**src/rtl/sw_slot_pkg.sv**
```systemverilog
package sw_slot_pkg;

    typedef enum logic [1:0] {
        SK_RESET = 2'd0,
        SK_WR0   = 2'd1,
        SK_WR1   = 2'd2,
        SK_READ  = 2'd3
    } slot_kind_e;

    typedef enum logic [2:0] {
        ST_IDLE   = 3'd0,
        ST_BIT    = 3'd1,
        ST_RLOW   = 3'd2,
        ST_RSTUCK = 3'd3,
        ST_RPRES  = 3'd4,
        ST_DONE   = 3'd5
    } slot_state_e;

endpackage

```
**src/rtl/sw_tim_sel.sv**
```systemverilog
module sw_tim_sel #(
    parameter int TW          = 13,
    parameter int N_BIT_LEN   = 60,
    parameter int N_BIT_LOW   = 1,
    parameter int N_SAMP      = 8,
    parameter int N_RST_LOW   = 480,
    parameter int N_RST_RECOV = 480,
    parameter int N_STUCK     = 3840,
    parameter int N_PD_LO     = 15,
    parameter int N_PD_HI     = 60,
    parameter int O_BIT_LEN   = 6,
    parameter int O_BIT_LOW   = 1,
    parameter int O_SAMP      = 2,
    parameter int O_RST_LOW   = 48,
    parameter int O_RST_RECOV = 48,
    parameter int O_STUCK     = 384,
    parameter int O_PD_LO     = 2,
    parameter int O_PD_HI     = 6
) (
    input  logic          od,
    output logic [TW-1:0] bit_len,
    output logic [TW-1:0] bit_low,
    output logic [TW-1:0] bit_samp,
    output logic [TW-1:0] rst_low,
    output logic [TW-1:0] rst_recov,
    output logic [TW-1:0] stuck_max,
    output logic [TW-1:0] pd_lo,
    output logic [TW-1:0] pd_hi
);
    localparam int NF = 8;

    // Field order: slot length, short pull, sample, reset pull,
    // recovery, stuck limit, window open, window close.
    localparam int STD_SET [NF] = '{N_BIT_LEN, N_BIT_LOW, N_SAMP, N_RST_LOW,
                                    N_RST_RECOV, N_STUCK, N_PD_LO, N_PD_HI};
    localparam int OVD_SET [NF] = '{O_BIT_LEN, O_BIT_LOW, O_SAMP, O_RST_LOW,
                                    O_RST_RECOV, O_STUCK, O_PD_LO, O_PD_HI};

    logic [TW-1:0] fld [NF];

    for (genvar i = 0; i < NF; i++) begin : g_fld
        assign fld[i] = od ? TW'(OVD_SET[i]) : TW'(STD_SET[i]);
    end

    assign bit_len   = fld[0];
    assign bit_low   = fld[1];
    assign bit_samp  = fld[2];
    assign rst_low   = fld[3];
    assign rst_recov = fld[4];
    assign stuck_max = fld[5];
    assign pd_lo     = fld[6];
    assign pd_hi     = fld[7];

endmodule

```
**src/rtl/sw_phase_cnt.sv**
```systemverilog
module sw_phase_cnt #(
    parameter int TW = 13
) (
    input  logic          clk,
    input  logic          rst_n,
    input  logic          clr,
    input  logic          tick,
    output logic [TW-1:0] cnt
);
    always_ff @(posedge clk or negedge rst_n) begin
        if (!rst_n) begin
            cnt <= '0;
        end else if (clr) begin
            cnt <= '0;
        end else if (tick) begin
            cnt <= cnt + TW'(1);
        end
    end
endmodule

```
**src/rtl/sw_pres_det.sv**
```systemverilog
module sw_pres_det #(
    parameter int TW = 13
) (
    input  logic          clk,
    input  logic          rst_n,
    input  logic          en,
    input  logic [TW-1:0] cnt,
    input  logic [TW-1:0] win_lo,
    input  logic [TW-1:0] win_hi,
    input  logic          line,
    output logic          seen
);
    logic in_win;

    assign in_win = (cnt >= win_lo) && (cnt < win_hi);

    always_ff @(posedge clk or negedge rst_n) begin
        if (!rst_n) begin
            seen <= 1'b0;
        end else if (!en) begin
            seen <= 1'b0;
        end else if (in_win && !line) begin
            seen <= 1'b1;
        end
    end
endmodule

```
**src/rtl/sw_slot_gen.sv**
```systemverilog
module sw_slot_gen
    import sw_slot_pkg::*;
#(
    parameter int N_BIT_LEN   = 60,
    parameter int N_BIT_LOW   = 1,
    parameter int N_SAMP      = 8,
    parameter int N_RST_LOW   = 480,
    parameter int N_RST_RECOV = 480,
    parameter int N_STUCK     = 3840,
    parameter int N_PD_LO     = 15,
    parameter int N_PD_HI     = 60,
    parameter int O_BIT_LEN   = 6,
    parameter int O_BIT_LOW   = 1,
    parameter int O_SAMP      = 2,
    parameter int O_RST_LOW   = 48,
    parameter int O_RST_RECOV = 48,
    parameter int O_STUCK     = 384,
    parameter int O_PD_LO     = 2,
    parameter int O_PD_HI     = 6
) (
    input  logic       clk,
    input  logic       rst_n,
    input  logic       us_tick,
    input  logic       start,
    input  logic [1:0] slot_kind,
    input  logic       od_mode,
    input  logic       bus_in,
    output logic       bus_pull,
    output logic       busy,
    output logic       done,
    output logic       result
);
    // Largest count ever reached, with margin for the compare on cnt+1.
    localparam int MAXCNT = N_STUCK + N_RST_RECOV + N_RST_LOW + 2;
    localparam int TW     = $clog2(MAXCNT);

    slot_state_e   state, nxt;
    slot_kind_e    cur_kind;
    logic          cur_od;
    logic          samp_q;

    logic [TW-1:0] cnt, cnt_inc;
    logic          cnt_clr;
    logic          fin, res_nxt, samp_hit, pres_seen;
    logic [TW-1:0] bit_len, bit_low, bit_samp, rst_low, rst_recov;
    logic [TW-1:0] stuck_max, pd_lo, pd_hi, low_len;

    sw_tim_sel #(
        .TW(TW),
        .N_BIT_LEN(N_BIT_LEN), .N_BIT_LOW(N_BIT_LOW), .N_SAMP(N_SAMP),
        .N_RST_LOW(N_RST_LOW), .N_RST_RECOV(N_RST_RECOV), .N_STUCK(N_STUCK),
        .N_PD_LO(N_PD_LO), .N_PD_HI(N_PD_HI),
        .O_BIT_LEN(O_BIT_LEN), .O_BIT_LOW(O_BIT_LOW), .O_SAMP(O_SAMP),
        .O_RST_LOW(O_RST_LOW), .O_RST_RECOV(O_RST_RECOV), .O_STUCK(O_STUCK),
        .O_PD_LO(O_PD_LO), .O_PD_HI(O_PD_HI)
    ) u_tim (
        .od(cur_od),
        .bit_len(bit_len), .bit_low(bit_low), .bit_samp(bit_samp),
        .rst_low(rst_low), .rst_recov(rst_recov), .stuck_max(stuck_max),
        .pd_lo(pd_lo), .pd_hi(pd_hi)
    );

    sw_phase_cnt #(.TW(TW)) u_cnt (
        .clk(clk), .rst_n(rst_n), .clr(cnt_clr), .tick(us_tick), .cnt(cnt)
    );

    sw_pres_det #(.TW(TW)) u_pres (
        .clk(clk), .rst_n(rst_n), .en(state == ST_RPRES), .cnt(cnt),
        .win_lo(pd_lo), .win_hi(pd_hi), .line(bus_in), .seen(pres_seen)
    );

    assign cnt_inc  = cnt + TW'(1);
    assign low_len  = (cur_kind == SK_WR0) ? bit_len : bit_low;
    assign samp_hit = (state == ST_BIT) && us_tick && (cnt_inc == bit_samp);

    // State register
    always_ff @(posedge clk or negedge rst_n) begin
        if (!rst_n) begin
            state <= ST_IDLE;
        end else begin
            state <= nxt;
        end
    end

    // Slot context: kind and speed captured at start, sample, result
    always_ff @(posedge clk or negedge rst_n) begin
        if (!rst_n) begin
            cur_kind <= SK_RESET;
            cur_od   <= 1'b0;
            samp_q   <= 1'b1;
            result   <= 1'b1;
        end else begin
            if (state == ST_IDLE && start) begin
                cur_kind <= slot_kind_e'(slot_kind);
                cur_od   <= od_mode;
            end
            if (samp_hit) begin
                samp_q <= bus_in;
            end
            if (fin) begin
                result <= res_nxt;
            end
        end
    end

    // Next state
    always_comb begin
        nxt     = state;
        cnt_clr = 1'b0;
        fin     = 1'b0;
        res_nxt = 1'b1;
        unique case (state)
            ST_IDLE: begin
                cnt_clr = 1'b1;
                if (start) begin
                    nxt = (slot_kind_e'(slot_kind) == SK_RESET) ? ST_RLOW : ST_BIT;
                end
            end
            ST_BIT: begin
                if (us_tick && cnt_inc == bit_len) begin
                    nxt     = ST_DONE;
                    fin     = 1'b1;
                    res_nxt = samp_q;
                end
            end
            ST_RLOW: begin
                if (us_tick && cnt_inc == rst_low) begin
                    nxt     = ST_RSTUCK;
                    cnt_clr = 1'b1;
                end
            end
            ST_RSTUCK: begin
                if (bus_in) begin
                    nxt     = ST_RPRES;
                    cnt_clr = 1'b1;
                end else if (us_tick && cnt_inc == stuck_max) begin
                    nxt     = ST_DONE;
                    fin     = 1'b1;
                    res_nxt = 1'b0;
                end
            end
            ST_RPRES: begin
                if (us_tick && cnt_inc == rst_recov) begin
                    nxt     = ST_DONE;
                    fin     = 1'b1;
                    res_nxt = ~pres_seen;
                end
            end
            ST_DONE: begin
                nxt     = ST_IDLE;
                cnt_clr = 1'b1;
            end
            default: begin
                nxt = ST_IDLE;
            end
        endcase
    end

    // Outputs
    always_comb begin
        bus_pull = 1'b0;
        busy     = (state != ST_IDLE);
        done     = (state == ST_DONE);
        unique case (state)
            ST_BIT:  bus_pull = (cnt < low_len);
            ST_RLOW: bus_pull = 1'b1;
            default: bus_pull = 1'b0;
        endcase
    end

endmodule

```
**config.mk**
```make
export PLATFORM = sky130hd
export DESIGN_NAME = sw_slot_gen
export DESIGN_NICKNAME = d
export VERILOG_FILES = /design/src/rtl/sw_slot_pkg.sv /design/src/rtl/sw_tim_sel.sv /design/src/rtl/sw_phase_cnt.sv /design/src/rtl/sw_pres_det.sv /design/src/rtl/sw_slot_gen.sv
export SDC_FILE = /design/constraint.sdc
export NUM_CORES = 1
export LEC_CHECK = 0
export BUFFER_PORTS_ARGS = -buffer_cell sky130_fd_sc_hd__buf_2
export CAP_MARGIN = 5
export CORE_MARGIN = 2
export CORE_UTILIZATION = 55
export DETAILED_ROUTE_END_ITERATION = 6
export GPL_TIMING_DRIVEN = 0
export PLACE_DENSITY = 0.82
export SETUP_SLACK_MARGIN = 0.15
export SLEW_MARGIN = 5
export SYNTH_ARGS = -nofsm -noshare
export SYNTH_HDL_FRONTEND = slang
export SYNTH_SLANG_ARGS = --single-unit
export TNS_END_PERCENT = 50
```
**constraint.sdc**
```tcl
create_clock -name clk -period 2.9 [get_ports clk]
set_input_delay 0.145 -clock clk [delete_from_list [all_inputs] [get_ports clk]]
set_output_delay 0.145 -clock clk [all_outputs]
set_load 0.05 [all_outputs]
```
---- After elaboration in Yosys (flattened, before gate mapping) ----
Index checks and enable logic that the tools add are counted.
word-level totals
  word-level logic and storage cells ...... 74
  register bits after elaboration ......... 22
  output and inout bits ................... 4
operators by class
  multiplexer cells ....................... 31
  order comparisons ....................... 3
  equality and inequality tests ........... 16
  reduce and logical (&&, ||, !) cells .... 15
  $add $sub $neg .......................... 1
  bitwise operators ....................... 1
operators with widths
  kind                                                              number
  13-bit == test                                                    4
  13-bit 2-to-1 mux                                                 3
  3-bit 2-to-1 mux                                                  6
  3-bit case mux with 5 select lines                                1
  13-bit by 1-bit adder with 13-bit output (second input constant)  1
  13-bit by 4-bit greater-or-equal comparator with 1-bit output     1
  13-bit less-than comparator                                       1
  13-bit by 6-bit less-than comparator with 1-bit output            1
  12-bit 2-to-1 mux                                                 1
  1-bit 2-to-1 mux                                                  11
  9-bit 2-to-1 mux                                                  1
  1-bit case mux with 3 select lines                                3
  1-bit logical AND                                                 8
  4-bit 2-to-1 mux                                                  2
  2-bit != test (second input constant)                             4
  3-bit by 2-bit == test with 1-bit output (second input constant)  2
  3-bit == test (second input constant)                             2
  6-bit 2-to-1 mux                                                  1
  5-bit AND reduction                                               1
  3-bit by 1-bit == test with 1-bit output (second input constant)  1
  3-bit logical NOT                                                 1
  3-bit != test (second input constant)                             1
  3-bit nonzero test                                                1
  2-bit by 1-bit == test with 1-bit output (second input constant)  1
  8 further kinds                                                   8

---- Depth between registers and ports, before layout ----
  depth in word-level cells ............... 6
  gate-level depth with buffers ........... 11

---- Modules after synthesis ----
From an unflattened synthesis, not the netlist that was laid out.
unflattened totals
  cells, all modules ...................... 617
  area, all modules ....................... 4956.0 um2
by module, submodules not included
  module        cells each  sequential area each (um2)  instances  area each (um2)
  sw_slot_gen   356         202.7                       1          2840.2
  sw_tim_sel    106         0.0                         1          784.5
  sw_phase_cnt  66          325.3                       1          669.4
  sw_pres_det   89          25.0                        1          661.9

---- Worst setup path before layout ----
OpenSTA, ideal clock, no wires.
  kind .................................... reg-to-output
  start point ............................. register cur_od
  end point ............................... output port bus_pull
  path slack .............................. 0.511 ns
  cell stages (with the launch flop) ...... 11
  arrival time ............................ 2.244 ns
  required time ........................... 2.755 ns
  cells stage by stage .................... dfrtp_1 -> buf_2 -> buf_2 -> nand2_1 -> ha_1 -> o21a_1 -> o21a_1 -> o21a_1 -> o21a_1 -> o21ai_0 -> a41o_1
between the ends
  cells in the longest elaborated chain, start to end .. 4
RTL lines
  item                                RTL line            RTL
  start: declaration                  sw_slot_gen.sv:39   logic cur_od;
  start signal: assignment            sw_slot_gen.sv:95   cur_od <= od_mode;
  6-bit 2-to-1 mux                    sw_tim_sel.sv:42    assign fld[i] = od ? TW'(OVD_SET[i]) : TW'(STD_SET[i]);
  13-bit 2-to-1 mux                   sw_slot_gen.sv:73   assign low_len = (cur_kind == SK_WR0) ? bit_len : bit_low;
  13-bit less-than comparator         sw_slot_gen.sv:165  ST_BIT: bus_pull = (cnt < low_len);
  1-bit case mux with 2 select lines  sw_slot_gen.sv:164  unique case (state)
  end: declaration                    sw_slot_gen.sv:28   output logic bus_pull,
No other way between the ends.

---- Final worst setup path ----
  start point ............................. register u_cnt.cnt[4]
  end point ............................... register u_cnt.cnt[2]
between the ends
  cells in the longest elaborated chain, start to end .. 6
  elaborated cells on any way between the ends .. 7
  those cells by class .................... add/sub: 1; eq/ne: 1; mux: 3; reduce/logical: 2
RTL lines
  item                                                     RTL line            RTL
  start: declaration                                       sw_phase_cnt.sv:8   output logic [TW-1:0] cnt
  start signal: assignment                                 sw_phase_cnt.sv:16  cnt <= cnt + TW'(1);
  13-bit by 1-bit adder with 13-bit output *               sw_slot_gen.sv:72   assign cnt_inc = cnt + TW'(1);
  13-bit == test *                                         sw_slot_gen.sv:127  if (us_tick && cnt_inc == rst_low) begin
  1-bit logical AND *                                      sw_slot_gen.sv:127
  1-bit 2-to-1 mux *                                       sw_slot_gen.sv:127
  1-bit case mux with 3 select lines *                     sw_slot_gen.sv:112  unique case (state)
  13-bit 2-to-1 mux or 2-bit nonzero test (tied branches)  -
Mark *: on every way between the ends. The rest lies on a longest branch, timed or not.
A chain may end at the register's enable or synchronous reset.

==> impl_summary.md <==
STA
In the final timing run, aggregate negative setup slack is 0 ns. The max-slew violation count came to 0. The worst clock skew on the final layout is just under 0.01 ns.

The period utilization is 0.9331. The final count of hold timing violations came to 0. The smallest clock period supported by the final layout is computed as 2.706 ns. The remaining max-slew budget at the tightest pin is 0.4699. Setup repair after global routing could not meet its margin everywhere. The number of failing setup endpoints in the final timing report is 0. The achievable clock frequency is 369.6 MHz. For the pin with the worst max-slew slack, the measured transition is 0.7952 ns. The slack of the critical path is between 0.15 and 0.2 ns.

Yosys
The number of nets handed over by synthesis was 274. The synthesized design contains 0 enable-type register cells. Synthesis produced a netlist whose cell count is 254. The count of cell types in the netlist is 69. The share of the Yosys chip area taken by registers is 0.2454. The post-synthesis average cell area is 8.872 um2. For this run, the leading register cell type out of synthesis is sky130_fd_sc_hd__dfrtp_1. The xor and xnor fraction of the mapped netlist area is 0.06996. During synthesis, Yosys emitted a total of 0 warnings. The adder-cell share of the synthesized area is 0.06663. Of the total synthesized cell area, the portion taken by AND, OR, NAND and NOR gates is 0.3043.

The flip-flop and latch count after synthesis is 22. The mux cell area share after synthesis is 0.03720. The main combinational cell family by area after synthesis is simple AND/OR/NAND/NOR gates. The synthesized netlist occupies a cell area of 0.002253 mm2. The share of the synthesized area in compound gates (AO/OA/AOI/OAI) came to 0.1977. The fraction of registers with async set or reset after synthesis is 1.000.

Die
The die covers 0.004625 mm2. From left edge to right edge, the die measures 68.01 um. The overall die height is 68.01 um. 12 I/O pins were placed. The floorplan has 23 rows. The initial cell density of the core is 0.5674. The core footprint is a little under 0.004 mm2.

Global routing
Summed over all layers, the global routing overflow is 0. The initial antenna violation count is 0. The total track usage is 0.2654. The via count of the first global-routing pass came to 1875. The maximum number of pins on one net before global-route repair is 23.

The first-pass GRT wire length is 9101 um.

Detailed routing
The detailed-route wire length is 5774 um. The number of remaining DRC errors is 0. Across all layers, the routed design uses between 2000 and 2500 vias. Once detail routing completed, the nets flagged for antenna violations numbered 0. The first routing iteration left 187 violations. Dividing the detail-routed wire length by the instance count gives around 18 um. After detailed routing, the number of vias per cell comes to around 6.5.

The iteration count of the initial detailed-routing pass is 4.

Critical path
The largest single stage delay on the critical path is roughly 0.48 ns. The nature of the critical path startpoint is a register. The worst setup path is of the reg2reg kind. The required time of the critical path is 3.03 ns. Of all nets on the critical path, the largest fanout is 10. The signal on the critical path passes through buf_2 > nand4_1 > o31a_1 > nor4_4 > nand3_2 > a211oi_4 > buf_6 > nor3_2. For the worst setup path, the data arrival time is 2.84 ns. The kind of end point of the critical path is a register. The slowest stage of the critical path is the sky130_fd_sc_hd__dfrtp_1 cell.

Finish
The growth of design area from synthesis to finish is 10.33%. The count of inserted antenna diode cells is 0. The count of nets after finishing is 294. The ratio of cells with drive above 1 in the final layout is 0.2527. Summing all non-filler instances in the final layout gives an area of about 0.0025 mm2. Leaving out filler cells and counting taps, the final layout contains 323. Counting the fill cells in the layout gives around 340.

Clocking
The clock tree from TritonCTS is yes. The number of H-tree levels is 1. The number of buffers on the longest clock path is 2. The post-CTS clock slew at the launch and capture registers of the worst setup and hold paths is 0.08 ns. Counting the buffers created by CTS gives 3. The later pin in the worst-skew pair is clocked with a latency of 0.28 ns.

The master cell of the clock root buffer is sky130_fd_sc_hd__clkbuf_8. The clock drives 22 sinks.

Pwr
The power density relative to cell area is 694.2 mW/mm2. The maximum vdd ir drop is 0.7465 mV. In this run the static leakage power is 1.014 nW.

Min path
The class of the worst hold path is in2reg.

Placement
Routability-driven placement finished with a final weighted congestion of 0.9459. The number of buffers inserted by port buffering is 11. The half-perimeter wire length after placement is between 4000 and 5000 um. The cell area after placement is 0.002371 mm2. Including well taps, the total number of placed cells is 315. Before CTS, the worst setup slack after placement is 0.2015 ns.

Outcome
The flow ran to the end, and the final reports show no timing, DRC or antenna violations.

Flow run
The number of maximum-capacitance constraint violations is 0.
[power breakdown]
group | leakage [nW] | total, mW | switching (mW) | internal (mW)
sequential | 0.288 | 0.406 | 0.0357 | 0.371
clock | 0.0288 | 0.239 | 0.117 | 0.122
combinational | 0.697 | 1.08 | 0.665 | 0.416
total | 1.01 | 1.73 | 0.818 | 0.908
[metal layers]
metal / global-route usage / part of all wire / up-vias
li1: - / - / 983
met1: 0.3533 / 0.43 / 1017
met2: 0.4308 / 0.49 / 83
met3: 0.04276 / 0.045 / 18
met4: 0.1000 / 0.034 / 0
met5: 0 / 0 / -
[logic make-up (layout without fill, tap and decap cells)]
family | Yosys count | after routing
AO/OA/AOI/OAI | 53 | 53
XOR/XNOR | 18 | 18
adder cells (fa/ha/maj) | 12 | 12
buffers and inverters | 32 | 51
flip-flops | 22 | 22
multiplexers | 8 | 8
AND/OR/NAND/NOR | 109 | 109
[repair_timing]
| item | 4_1_cts | 5_1_grt |
|---|---|---|
| gates cloned | 0 | 1 |
| setup buffers | 1 | 1 |
| endpoints found under the hold margin | 20 | 0 |
| pin swaps | 0 | 2 |
| setup endpoints to repair | 1 | 12 |
| gates resized for setup | 2 | 8 |
| hold buffers | 1 | 0 |
[registers in the layout, indices dropped and copies added (netlist names)]
signal,flops
cur_kind,2
cur_od,1
result,1
samp_q,1
state,3
u_cnt.cnt,13
u_pres.seen,1
[synthesized netlist by cell type, types with 3 or more instances]
cell type / instances / area share
sky130_fd_sc_hd__a21oi_1: 8 / 0.018
sky130_fd_sc_hd__and2_1: 4 / 0.011
sky130_fd_sc_hd__and3_1: 3 / 0.0083
sky130_fd_sc_hd__and4_1: 3 / 0.012
sky130_fd_sc_hd__buf_2: 7 / 0.016
sky130_fd_sc_hd__buf_4: 3 / 0.010
sky130_fd_sc_hd__buf_6: 5 / 0.025
sky130_fd_sc_hd__clkbuf_1: 7 / 0.012
sky130_fd_sc_hd__dfrtp_1: 20 / 0.22
sky130_fd_sc_hd__ha_1: 12 / 0.067
sky130_fd_sc_hd__inv_1: 9 / 0.015
sky130_fd_sc_hd__mux2i_1: 5 / 0.022
sky130_fd_sc_hd__nand2_1: 18 / 0.030
sky130_fd_sc_hd__nand3_1: 9 / 0.020
sky130_fd_sc_hd__nand4_1: 9 / 0.025
sky130_fd_sc_hd__nor2_1: 15 / 0.025
sky130_fd_sc_hd__nor2b_1: 5 / 0.014
sky130_fd_sc_hd__nor3_1: 8 / 0.018
sky130_fd_sc_hd__nor3_2: 10 / 0.044
sky130_fd_sc_hd__nor4_1: 4 / 0.011
sky130_fd_sc_hd__o21a_1: 5 / 0.017
sky130_fd_sc_hd__o21ai_0: 5 / 0.011
sky130_fd_sc_hd__o31ai_1: 3 / 0.010
sky130_fd_sc_hd__xnor2_1: 10 / 0.039
sky130_fd_sc_hd__xor2_1: 8 / 0.031
[layout make-up]
| class | instances | area, um2 | area share |
|---|---|---|---|
| inverters | 10 | 37.54 | 0.01510 |
| repair buffers | 15 | 93.84 | 0.03775 |
| multi-input cells | 200 | 1536 | 0.6180 |
| clock buffers | 4 | 55.05 | 0.02214 |
| flip-flops and latches | 22 | 553.0 | 0.2224 |
| plain buffers | 22 | 147.6 | 0.05939 |
| well taps | 50 | 62.56 | 0.02516 |
[through the flow]
stage / power [mW] / hold WS [ns] / util
floorplan: 1.199 / -0.1506 / -
detailed placement: 1.415 / 0.1608 / 0.5970
CTS: 1.683 / 0.07938 / 0.6166
global route: 1.842 / 0.1140 / 0.6260
global placement: 1.383 / 0.1458 / 0.5970
finish: 1.726 / 0.07549 / 0.6260
[critical path: cells and delay by family (launching register included)]
| family | cells | cell delay, ns |
|---|---|---|
| AO/OA/AOI/OAI | 2 | 0.75 |
| buffers and inverters | 2 | 0.48 |
| flip-flops | 1 | 0.48 |
| AND/OR/NAND/NOR | 4 | 0.84 |
[final timing paths]
path,from,to,slack (ns),cells past startpoint
setup / recovery,u_cnt.cnt[4]$_DFFE_PN0P_,u_cnt.cnt[2]$_DFFE_PN0P_,0.19,8
max in group asynchronous,rst_n,result$_DFFE_PN1P_,2.17,2
min in group asynchronous,rst_n,u_cnt.cnt[8]$_DFFE_PN0P_,0.37,2
hold / removal,od_mode,cur_od$_DFFE_PN0P_,0.08,3
hold reg to reg,cur_kind[0]$_DFFE_PN0P_,cur_kind[0]$_DFFE_PN0P_,0.51,1
setup reg to reg,u_cnt.cnt[4]$_DFFE_PN0P_,u_cnt.cnt[2]$_DFFE_PN0P_,0.19,8
[cell usage in the layout (no fill, tap or decap), drive strengths merged, types with 2 or more instances in the layout]
cell type	n
o21ai	7
a21oi	8
nor2b	5
dfrtp	20
dfstp	2
nand2	19
buf	29
and2	5
a211oi	4
or4	3
inv	9
o32a	2
nor3	18
mux2	3
xnor2	10
a2111oi	5
xor2	8
nand2b	2
nor4	5
clkbuf	11
mux2i	5
nor2	15
ha	12
o21bai	2
or2	2
and4	3
o31ai	3
o211ai	3
and3	3
nand3	12
a22o	2
a31oi	2
nand4b	2
nand4	10
o21a	5
(Power assumes the default switching activity.)
